<file path="config.mk">
export PLATFORM = sky130hd
export DESIGN_NAME = rfs_refresh_sched
export DESIGN_NICKNAME = d
export VERILOG_FILES = /design/src/rtl/rfs_pkg.sv /design/src/rtl/rfs_interval_timer.sv /design/src/rtl/rfs_pend_counter.sv /design/src/rtl/rfs_mode_ctrl.sv /design/src/rtl/rfs_cbr_engine.sv /design/src/rtl/rfs_refresh_sched.sv
export SDC_FILE = /design/constraint.sdc
export NUM_CORES = 1
export LEC_CHECK = 0
export ABC_AREA = 1
export BUFFER_PORTS_ARGS = -buffer_cell sky130_fd_sc_hd__buf_2
export CORE_MARGIN = 4
export CORE_UTILIZATION = 61
export DETAILED_ROUTE_END_ITERATION = 7
export PLACE_DENSITY = 0.89
export SYNTH_ARGS = -nofsm -noshare
export SYNTH_HDL_FRONTEND = slang
export SYNTH_SLANG_ARGS = --single-unit
</file>
<file path="constraint.sdc">
create_clock -name clk -period 2.4 [get_ports clk]
set_input_delay 0.24 -clock clk [delete_from_list [all_inputs] [get_ports clk]]
set_output_delay 0.24 -clock clk [all_outputs]
set_load 0.01 [all_outputs]
</file>
<file path="src/rtl/rfs_pkg.sv">
package rfs_pkg;

  typedef enum logic [1:0] {
    MODE_PAUSE = 2'd0,
    MODE_BURST = 2'd1,
    MODE_RUN   = 2'd2
  } mode_e;

  typedef enum logic [1:0] {
    ENG_IDLE  = 2'd0,
    ENG_SETUP = 2'd1,
    ENG_RASL  = 2'd2,
    ENG_PRE   = 2'd3
  } eng_e;

  function automatic int unsigned max_u(input int unsigned a, input int unsigned b);
    return (a > b) ? a : b;
  endfunction

  // Precharge length that meets both the precharge minimum and the row cycle minimum.
  function automatic int unsigned pre_len(input int unsigned rp, input int unsigned rc,
                                          input int unsigned rasl);
    return (rc > rasl) ? max_u(rp, rc - rasl) : rp;
  endfunction

  function automatic int unsigned ctr_w(input int unsigned maxval);
    return (maxval < 2) ? 1 : $clog2(maxval + 1);
  endfunction

endpackage

</file>
<file path="src/rtl/rfs_interval_timer.sv">
module rfs_interval_timer #(
  parameter int unsigned REF_INTERVAL = 1560
) (
  input  logic clk,
  input  logic rst_n,
  input  logic run,
  output logic tick
);
  localparam int unsigned CW = rfs_pkg::ctr_w(REF_INTERVAL);
  localparam logic [CW-1:0] LAST = CW'(REF_INTERVAL - 1);

  logic [CW-1:0] cnt;

  assign tick = run && (cnt == LAST);

  always_ff @(posedge clk) begin
    if (!rst_n || !run) begin
      cnt <= '0;
    end else if (cnt == LAST) begin
      cnt <= '0;
    end else begin
      cnt <= cnt + 1'b1;
    end
  end
endmodule

</file>
<file path="src/rtl/rfs_pend_counter.sv">
module rfs_pend_counter #(
  parameter int unsigned PEND_MAX = 8,
  localparam int unsigned PW = rfs_pkg::ctr_w(PEND_MAX)
) (
  input  logic          clk,
  input  logic          rst_n,
  input  logic          clear,
  input  logic          tick,
  input  logic          dec,
  output logic [PW-1:0] pend,
  output logic          has_pend,
  output logic          overflow
);
  localparam logic [PW-1:0] FULL = PW'(PEND_MAX);

  assign has_pend = (pend != '0);
  assign overflow = !clear && tick && !dec && (pend == FULL);

  always_ff @(posedge clk) begin
    if (!rst_n || clear) begin
      pend <= '0;
    end else begin
      unique case ({tick, dec})
        2'b10:   if (pend != FULL) pend <= pend + 1'b1;
        2'b01:   if (pend != '0)   pend <= pend - 1'b1;
        default: pend <= pend;
      endcase
    end
  end
endmodule

</file>
<file path="src/rtl/rfs_mode_ctrl.sv">
module rfs_mode_ctrl #(
  parameter int unsigned PAUSE_CYC = 10000,
  parameter int unsigned WAKE_N    = 8
) (
  input  logic               clk,
  input  logic               rst_n,
  input  logic               overflow,
  input  logic               cyc_done,
  output rfs_pkg::mode_e     mode
);
  import rfs_pkg::*;

  localparam int unsigned PCW = ctr_w(PAUSE_CYC);
  localparam int unsigned BCW = ctr_w(WAKE_N);
  localparam logic [PCW-1:0] P_LAST = PCW'(PAUSE_CYC - 1);
  localparam logic [BCW-1:0] B_LAST = BCW'(WAKE_N - 1);

  logic [PCW-1:0] pause_cnt;
  logic [BCW-1:0] burst_cnt;

  always_ff @(posedge clk) begin
    if (!rst_n) begin
      mode      <= MODE_PAUSE;
      pause_cnt <= '0;
      burst_cnt <= '0;
    end else begin
      unique case (mode)
        MODE_PAUSE: begin
          if (pause_cnt == P_LAST) begin
            mode      <= MODE_BURST;
            burst_cnt <= '0;
          end else begin
            pause_cnt <= pause_cnt + 1'b1;
          end
        end
        MODE_BURST: begin
          if (cyc_done) begin
            if (burst_cnt == B_LAST) begin
              mode <= MODE_RUN;
            end else begin
              burst_cnt <= burst_cnt + 1'b1;
            end
          end
        end
        MODE_RUN: begin
          if (overflow) begin
            mode      <= MODE_BURST;
            burst_cnt <= '0;
          end
        end
        default: mode <= MODE_PAUSE;
      endcase
    end
  end
endmodule

</file>
<file path="src/rtl/rfs_cbr_engine.sv">
module rfs_cbr_engine #(
  parameter int unsigned T_SETUP = 1,
  parameter int unsigned T_CHR   = 1,
  parameter int unsigned T_RASL  = 6,
  parameter int unsigned T_PRE   = 5
) (
  input  logic clk,
  input  logic rst_n,
  input  logic start,
  output logic busy,
  output logic done,
  output logic ras_n,
  output logic cas_n,
  output logic we_n
);
  import rfs_pkg::*;

  localparam int unsigned LMAX = max_u(max_u(T_SETUP, T_RASL), T_PRE);
  localparam int unsigned CW   = ctr_w(LMAX);

  eng_e          st;
  logic [CW-1:0] cnt;
  logic          last;

  always_comb begin
    unique case (st)
      ENG_SETUP: last = (cnt == CW'(T_SETUP - 1));
      ENG_RASL:  last = (cnt == CW'(T_RASL - 1));
      ENG_PRE:   last = (cnt == CW'(T_PRE - 1));
      default:   last = 1'b0;
    endcase
  end

  always_ff @(posedge clk) begin
    if (!rst_n) begin
      st  <= ENG_IDLE;
      cnt <= '0;
    end else begin
      unique case (st)
        ENG_IDLE: begin
          cnt <= '0;
          if (start) st <= ENG_SETUP;
        end
        ENG_SETUP: begin
          cnt <= last ? '0 : cnt + 1'b1;
          if (last) st <= ENG_RASL;
        end
        ENG_RASL: begin
          cnt <= last ? '0 : cnt + 1'b1;
          if (last) st <= ENG_PRE;
        end
        ENG_PRE: begin
          cnt <= last ? '0 : cnt + 1'b1;
          if (last) st <= ENG_IDLE;
        end
        default: st <= ENG_IDLE;
      endcase
    end
  end

  assign busy  = (st != ENG_IDLE);
  assign done  = (st == ENG_PRE) && last;
  assign ras_n = (st != ENG_RASL);
  assign cas_n = !((st == ENG_SETUP) || ((st == ENG_RASL) && (cnt < CW'(T_CHR))));
  assign we_n  = 1'b1;
endmodule

</file>
<file path="src/rtl/rfs_refresh_sched.sv">
module rfs_refresh_sched #(
  parameter int unsigned REF_INTERVAL = 1560,
  parameter int unsigned PAUSE_CYC    = 10000,
  parameter int unsigned WAKE_N       = 8,
  parameter int unsigned PEND_MAX     = 8,
  parameter int unsigned T_SETUP      = 1,
  parameter int unsigned T_CHR        = 1,
  parameter int unsigned T_RASL       = 6,
  parameter int unsigned T_RP         = 4,
  parameter int unsigned T_RC         = 11
) (
  input  logic clk,
  input  logic rst_n,
  input  logic ref_gnt,
  input  logic seq_ras_n,
  input  logic seq_cas_n,
  input  logic seq_we_n,
  output logic ref_req,
  output logic host_ready,
  output logic dram_ras_n,
  output logic dram_cas_n,
  output logic dram_we_n
);
  import rfs_pkg::*;

  localparam int unsigned T_PRE = pre_len(T_RP, T_RC, T_RASL);
  localparam int unsigned PW    = ctr_w(PEND_MAX);
  localparam int unsigned NPIN  = 3;

  mode_e         mode;
  logic          run;
  logic          tick;
  logic          overflow;
  logic [PW-1:0] pend;
  logic          has_pend;
  logic          cyc_start;
  logic          cyc_done;
  logic          eng_busy;
  logic          eng_ras_n, eng_cas_n, eng_we_n;

  assign run        = (mode == MODE_RUN);
  assign host_ready = run;
  assign ref_req    = !eng_busy && ((mode == MODE_BURST) || (run && has_pend));
  assign cyc_start  = ref_req && ref_gnt;

  rfs_interval_timer #(.REF_INTERVAL(REF_INTERVAL)) u_timer (
    .clk  (clk),
    .rst_n(rst_n),
    .run  (run),
    .tick (tick)
  );

  rfs_pend_counter #(.PEND_MAX(PEND_MAX)) u_pend (
    .clk     (clk),
    .rst_n   (rst_n),
    .clear   (!run),
    .tick    (tick),
    .dec     (cyc_done && run),
    .pend    (pend),
    .has_pend(has_pend),
    .overflow(overflow)
  );

  rfs_mode_ctrl #(.PAUSE_CYC(PAUSE_CYC), .WAKE_N(WAKE_N)) u_mode (
    .clk     (clk),
    .rst_n   (rst_n),
    .overflow(overflow),
    .cyc_done(cyc_done),
    .mode    (mode)
  );

  rfs_cbr_engine #(
    .T_SETUP(T_SETUP),
    .T_CHR  (T_CHR),
    .T_RASL (T_RASL),
    .T_PRE  (T_PRE)
  ) u_eng (
    .clk  (clk),
    .rst_n(rst_n),
    .start(cyc_start),
    .busy (eng_busy),
    .done (cyc_done),
    .ras_n(eng_ras_n),
    .cas_n(eng_cas_n),
    .we_n (eng_we_n)
  );

  // Pin multiplexer: the engine owns the strobes only while its cycle runs.
  logic [NPIN-1:0] own_v, seq_v, pin_v;
  assign own_v = {eng_we_n, eng_cas_n, eng_ras_n};
  assign seq_v = {seq_we_n, seq_cas_n, seq_ras_n};

  for (genvar g = 0; g < NPIN; g++) begin : g_pin_mux
    assign pin_v[g] = eng_busy ? own_v[g] : seq_v[g];
  end

  assign dram_ras_n = pin_v[0];
  assign dram_cas_n = pin_v[1];
  assign dram_we_n  = pin_v[2];
endmodule

</file>
==> metrics.md, run 1 <==
| Metric | Value |
|---|---|
| Top Usage Layer GRT | met2 |
| Worst r2r dst | u_pend.pend[2] |
| Yosys top cell area share | 0.3558 |
| CP Capture Point | u_pend.pend[2] |
| Post-synth EDFFs | 0 |
| Final WL | 4.676 mm |
| GRT Overall Usage | 0.2179 |
| Flops & latches, synth | 40 |
| CP Launch Type | register |
| Cell variety after synth | 38 |
| CTS H-tree lvls | 2 |
| Initial Utilization | 0.6539 |
| Final Hold Viols | 0 |
| ANT cells | 0 |
| Status | finished, final reports clean |
| Synth Flop Type | dfxtp_1 |
| Yosys warnings | 0 |
| Rows | 21 |
| DR iter-0 viols | 117 |
| Later-pin clock latency in the skew report | 0.30 ns |
| Initial antenna violation count | 0 |
| Average routed wire per standard cell | around 12 um |
| Reg2Reg Launch Point | u_eng.st[1] |
| Die Wd | 68.75 um |
| Power Dens Cells | 811.0 mW/mm^2 |
| Largest net degree at the start of global routing | 13 |
| Gate power share | 0.340 |
| Top post-synthesis cells by area | dfxtp_1, nand2_1, nor2_1 |
| Final worst clock skew | 0.01013 ns |
| Syn_nets | 332 |
| Worst Hold Class | primary input to register |
| Vias per cell | 5.447 |
| Fin crit period | 2.259 ns |
| Post-Synthesis Mean Instance Area | 7.146 um^2 |
| Remaining DRCs | 0 |
| CTS tree | yes |
| Max-cap violations | 0 |
| Port-buffer cells | 10 |
| Post-route setup TNS | 0 ns |
| Share of power burned in the clock network | 0.269 |
| Leak Pwr | about 0.91 nW |
| I/O pin total | 11 |
| Worst R2R Path Depth | 15 |
| Critical path class | register to register |
| Slew headroom | 0.7574 |
| DR vias | about 2100 |
| Critical-path cell list | inv_1 > ha_2 > a21oi_2 > nor2_4 > nand3_4 > nor2_4 > xor2_1 > ha_1 > inv_1 > nand2_1 > nor3_1 > nor2_1 > nor2_1 > nand2_1 > a21oi_1 |
| Fmax | 0.4427 GHz |
| DP HPWL | about 3.3 mm |
| Critical path origin | u_eng.st[1] |
| Cell Area, Placed | around 0.0024 mm^2 |
| CP Data Arrival Time | 2.48 ns |
| Grt met2 use | 0.3659 |
| CORE AREA | approximately 0.0034 mm^2 |
| Clk buf depth | 2 |
| Most common cell in the netlist | nand2_1 |
| Layout Nets | 348 |
| Post-synthesis async set-or-reset flop share | 0 |
| CP max stage delay | 0.34 ns |
| Cell taking the most area after synthesis | dfxtp_1 |
| Mapped Cells | 315 |
| Peak VDD IR | approximately 0.6 mV |
| Switching Fraction | 0.3779 |
| DRT antenna net count | 0 |
| Final slew viol count | 0 |
| Layout area overhead | 10.73% |
| Fin crit share | 0.9412 |
| Global-route wire length before repair | ~7.7 mm |
| NetSw | 0.7638 mW |
| Die ar. | 0.004726 mm^2 |
| Reg2reg setup slack | 0.14 ns |
| Chip height | ~70 um |
| Fillers | 248 |
| Num CTS Buffers | 5 |
| Synthesized area | 0.002251 mm^2 |
| Int Pwr | about 1.3 mW |
| GRT met1 Usage | 0.2689 |
| Reg power frac | 0.391 |
| Remaining Overflow, GRT | 0 |
| Grt met3 use | 0.05511 |
| Worst hold slack | 0.2927 ns |
| Clk slew on worst S/H paths | about 0.080 ns |
| Sequential area share after synthesis | 0.3558 |
| Setup violators final | 0 |
| Layout cells sized above 1 | 0.1566 |
| TritonCTS Sinks | 40 |
| Pre-CTS setup slack | 0.1409 ns |
| Slowest CP cell | dfxtp_2 |
| WP data required | 2.63 ns |
| GP Congestion | 0.9114 |
| Vias in the first global route | 1817 |
| CP max FO | 7 |
| Clock Root Buffer | clkbuf_8 |
| Final setup margin | 0.1411 ns |
| Detailed Routing Iterations Pass 1 | 4 |
| Worst slew pin tran | 0.3631 ns |
| Post-synth top cells | nand2_1, nor2_1, dfxtp_1, inv_1, a21oi_1 |
| Final instance area | 0.002492 mm^2 |
| Crit. End Element | register |
## cell type report
type / instances / area [um^2] / area share
multi-input cells: 227 / 1290 / 0.5176
flip-flops and latches: 40 / 803.3 / 0.3223
inverters: 45 / 168.9 / 0.06777
clock buffers: 6 / 72.57 / 0.02912
repair buffers: 12 / 65.06 / 0.02610
well taps: 46 / 57.56 / 0.02309
clock inverters: 2 / 35.03 / 0.01406
## power by group through the flow
stage	Clock, mW	Combinational, mW	Sequential, mW
6_report	0.545	0.687	0.790
5_1_grt	0.589	0.772	0.796
4_1_cts	0.553	0.640	0.782
3_5_place_dp	0	0.635	0.797
3_3_place_gp	0	0.601	0.793
2_1_floorplan	0	0.476	0.785
## cells by family (layout without fill, tap and decap cells)
family / count (synthesis) / count (layout) / share of synthesized area
adders and majority gates: 11 / 11 / 0.06114
xor gates and xnor gates: 8 / 8 / 0.03113
buffers and inverters: 48 / 65 / 0.08060
AOI/OAI and AO/OA: 49 / 49 / 0.1256
DFF: 40 / 40 / 0.3558
and+or+nand+nor: 159 / 159 / 0.3458
## critical path: cells and delay by family, from the launching register on
family / cells / cell delay, ns
buffers and inverters: 2 / 0.21
DFF: 1 / 0.34
xor gates and xnor gates: 1 / 0.08
and+or+nand+nor: 8 / 0.93
AOI/OAI and AO/OA: 2 / 0.21
adders and majority gates: 2 / 0.42
## state kept, by name, summed over array words and instances, names as in the netlist
signal and cells:
u_mode.pause_cnt 14, u_timer.cnt 11, u_mode.burst_cnt 4, u_pend.pend 4, u_eng.cnt 3, u_eng.st 2
u_mode.mode 2
## cell usage in the layout (no fill, tap or decap), types with 2 or more instances in the layout
| cell type | instances |
|---|---|
| nand3_4 | 2 |
| buf_2 | 10 |
| nor4_1 | 3 |
| o21a_1 | 2 |
| inv_2 | 7 |
| dfxtp_2 | 2 |
| ha_2 | 4 |
| inv_1 | 38 |
| nand2_2 | 3 |
| nor3b_1 | 4 |
| nor3_1 | 10 |
| nand2_1 | 62 |
| nor2_1 | 41 |
| nor2_4 | 4 |
| a21oi_2 | 2 |
| xnor2_1 | 2 |
| xor2_1 | 6 |
| nand3_1 | 16 |
| a21oi_1 | 23 |
| buf_4 | 2 |
| clkbuf_8 | 5 |
| nand4_1 | 5 |
| ha_1 | 7 |
| dfxtp_1 | 38 |
| o21ai_0 | 13 |
| o31ai_1 | 3 |
## worst min-delay path by stage
stage                           end           start  cells after the start
6_report       u_mode.pause_cnt[11]           rst_n                      3
5_1_grt              u_mode.mode[1]           rst_n                      3
4_1_cts        u_mode.pause_cnt[11]           rst_n                      3
3_5_place_dp         u_timer.cnt[0]  u_timer.cnt[0]                      1
3_3_place_gp         u_timer.cnt[0]  u_timer.cnt[0]                      1
2_1_floorplan        u_mode.mode[1]           rst_n                      2
## layer usage
metal | share of wire | vias to the layer above
li1 | - | 1052
met4 | 0.022 | 0
met2 | 0.49 | 50
met1 | 0.45 | 945
met3 | 0.045 | 12
met5 | 0 | -
## through the flow
stage / total power [mW] / std cells / util
3_5_place_dp: 1.432 / 369 / 0.6838
4_1_cts: 1.975 / 377 / 0.7150
3_3_place_gp: 1.394 / 369 / 0.6838
2_1_floorplan: 1.261 / 315 / -
5_1_grt: 2.156 / 378 / 0.7241
6_report: 2.021 / 378 / 0.7241
## timing repair
action,CTS,global route
buffers inserted,0,1
setup endpoints to repair,0,1
gates resized for setup,0,10
hold buffers,0,0
Power figures use the tool's default switching activity.
==> run 2, diff against run 1 <==
--- a/config.mk
+++ b/config.mk
@@ -8,9 +8,9 @@
 export ABC_AREA = 1
 export BUFFER_PORTS_ARGS = -buffer_cell sky130_fd_sc_hd__buf_2
 export CORE_MARGIN = 4
-export CORE_UTILIZATION = 61
+export CORE_UTILIZATION = 30
 export DETAILED_ROUTE_END_ITERATION = 7
-export PLACE_DENSITY = 0.89
+export PLACE_DENSITY = 0.55
 export SYNTH_ARGS = -nofsm -noshare
 export SYNTH_HDL_FRONTEND = slang
 export SYNTH_SLANG_ARGS = --single-unit
==> metrics.md, run 2 (synthesis results as in run 1) <==
| Metric | Value |
|---|---|
| Remaining Overflow, GRT | 0 (unchanged) |
| Chip height | 94.62 um (was 68.75 um) |
| Remaining DRCs | 0 (unchanged) |
| Biggest regs | u_mode.pause_cnt (14), u_timer.cnt (11) (unchanged) |
| Clock Root Buffer | clkbuf_8 (unchanged) |
| Power Dens Cells | 743.6 mW/mm^2 (was 811.0 mW/mm^2) |
| Dpl cells | 422 (was 369) |
| Fillers | 814 (was 248) |
| Fin crit share | 0.9155 (was 0.9412) |
| Initial Utilization | 0.3087 (was 0.6539) |
| Layout area overhead | 12.78% (was 10.73%) |
| Fin crit period | 2.197 ns (was 2.259 ns) |
| Layout cells sized above 1 | 0.1566 (unchanged) |
| Worst slew pin tran | 0.3751 ns (was 0.3631 ns) |
| Max-cap violations | 0 (unchanged) |
| WL met1 | 2.135 mm (was 2.089 mm) |
| Critical path class | register to register (unchanged) |
| GP Congestion | 0.8198 (was 0.9114) |
| DR vias | 1954 (was 2059) |
| Leak Pwr | 0.9080 nW (was 0.9137 nW) |
| Die ar. | 0.008953 mm^2 (was 0.004726 mm^2) |
| DP HPWL | 3.340 mm (was 3.275 mm) |
| Global-route wire length before repair | 7.783 mm (was 7.721 mm) |
| Final Core Density | 0.3481 (was 0.7241) |
| Initial antenna violation count | 0 (unchanged) |
| Worst Hold Class | primary input to register (unchanged) |
| Largest net degree at the start of global routing | 13 (unchanged) |
| CTS H-tree lvls | 2 (unchanged) |
| Layout Cells excl Fill | 431 (was 378) |
| Clk slew on worst S/H paths | 0.08 ns (about the same) |
| Largest register by flop count | u_mode.pause_cnt (unchanged) |
| WL met3 | 148 um (was 212 um) |
| ANT cells | 0 (unchanged) |
| CORE AREA | 0.007292 mm^2 (was 0.003442 mm^2) |
| Slew headroom | 0.7494 (was 0.7574) |
| CP Data Arrival Time | 2.38 ns (was 2.48 ns) |
| Final Hold Viols | 0 (unchanged) |
| Fmax | 0.4551 GHz (was 0.4427 GHz) |
| WP data required | 2.58 ns (was 2.63 ns) |
| Rows | 31 (was 21) |
| Final worst clock skew | 0.005201 ns (was 0.01013 ns) |
| Status | finished, final reports clean (unchanged) |
| TritonCTS Sinks | 40 (unchanged) |
| DRT antenna net count | 0 (unchanged) |
| DR iter-0 viols | 76 (was 117) |
| Setup violators final | 0 (unchanged) |
| CP Launch Type | register (unchanged) |
| Peak VDD IR | 0.3765 mV (was 0.5971 mV) |
| Detailed Routing Iterations Pass 1 | 4 (unchanged) |
| Max reg flops | 14 (unchanged) |
| Final WL | 4.398 mm (was 4.676 mm) |
| Num CTS Buffers | 5 (unchanged) |
| Most frequent cells in the layout | nand2_1, nor2_1, dfxtp_1 (was nand2_1, nor2_1, inv_1, dfxtp_1, a21oi_1) |
| Die Wd | 94.62 um (was 68.75 um) |
| Clk buf depth | 2 (unchanged) |
| Later-pin clock latency in the skew report | 0.29 ns (was 0.30 ns) |
| GRT Overall Usage | 0.1080 (was 0.2179) |
| I/O pin total | 11 (unchanged) |
| Commonest non-fill, non-tap cell in the layout | nand2_1 (unchanged) |
| CTS tree | yes (unchanged) |
| Port-buffer cells | 10 (unchanged) |
| Highest routed layer | met4 (unchanged) |
| Final slew viol count | 0 (unchanged) |
| Vias per cell | 4.534 (was 5.447) |
| Crit. End Element | register (unchanged) |
| CP max FO | 7 (unchanged) |
| WL met2 | 2.015 mm (was 2.268 mm) |
| Vias in the first global route | 1793 (was 1817) |
| Average routed wire per standard cell | 10.20 um (was 12.37 um) |
| Worst hold slack | 0.2926 ns (was 0.2927 ns) |
| Layout Nets | 348 (unchanged) |
run 2: cell count changes in the layout (fill, tap and decap cells not counted), sizes merged:
cell,before,now
bufinv,1,0
clkinv,1,2
run 2: what timing repair did:
action                                  CTS  global route
endpoints found under the hold margin     0             0
hold buffers                              0             0
gates resized for setup                   0             8
endpoints found under the setup margin    0             1
buffers inserted                          0             1
run 2: metrics by stage:
stage          power, mW  setup slack, ns  setup TNS [ns]  area, um^2
4_1_cts            1.896           0.1355               0        2512
2_1_floorplan      1.261           0.3578               0        2251
6_report           1.888           0.2028               0        2539
5_1_grt            2.027        -0.003118       -0.003118        2539
3_3_place_gp       1.421           0.2511               0        2420
3_5_place_dp       1.420           0.1519               0        2420
run 2: cell type report:
type	instances	area, um^2	share of cell area
Clock buffer	6	82.58	0.03253
Clock inverter	2	10.01	0.003943
Inverter	45	168.9	0.06654
Multi-Input combinational cell	227	1287	0.5071
Sequential cell	40	800.8	0.3154
Tap cell	99	123.9	0.04879
Timing Repair Buffer	12	65.06	0.02563
run 2: critical path, stage by stage (launching register included):
cell and delay (ns):
dfxtp_1 0.39, ha_2 0.26, inv_1 0.06, nand2_1 0.06, nand2_1 0.06, nand2_2 0.09, nand3_4 0.14, nor2_4 0.17
xor2_1 0.08, ha_1 0.18, inv_1 0.06, nand2_1 0.06, nor3_2 0.16, nor2_1 0.07, o21ai_0 0.17, a21oi_1 0.08
run 2: path summary, 6_finish.rpt:
check,slack (ns),depth (start not counted),start,to
hold / removal,0.29,3,rst_n,u_mode.pause_cnt[11]
setup reg to reg,0.20,15,u_eng.st[0],u_pend.pend[2]
setup / recovery,0.20,15,u_eng.st[0],u_pend.pend[2]
hold reg to reg,0.45,1,u_timer.cnt[0],u_timer.cnt[0]
run 2: per-layer routing:
metal,GRT usage,vias up
li1,-,1060
met1,0.1387,855
met2,0.1662,32
met3,0.03187,7
met4,0.04928,0
met5,0,-
run 2: power by group:
| group | internal [mW] | switching, mW |
|---|---|---|
| Sequential | 0.723 | 0.0622 |
| Combinational | 0.217 | 0.417 |
| Clock | 0.230 | 0.239 |
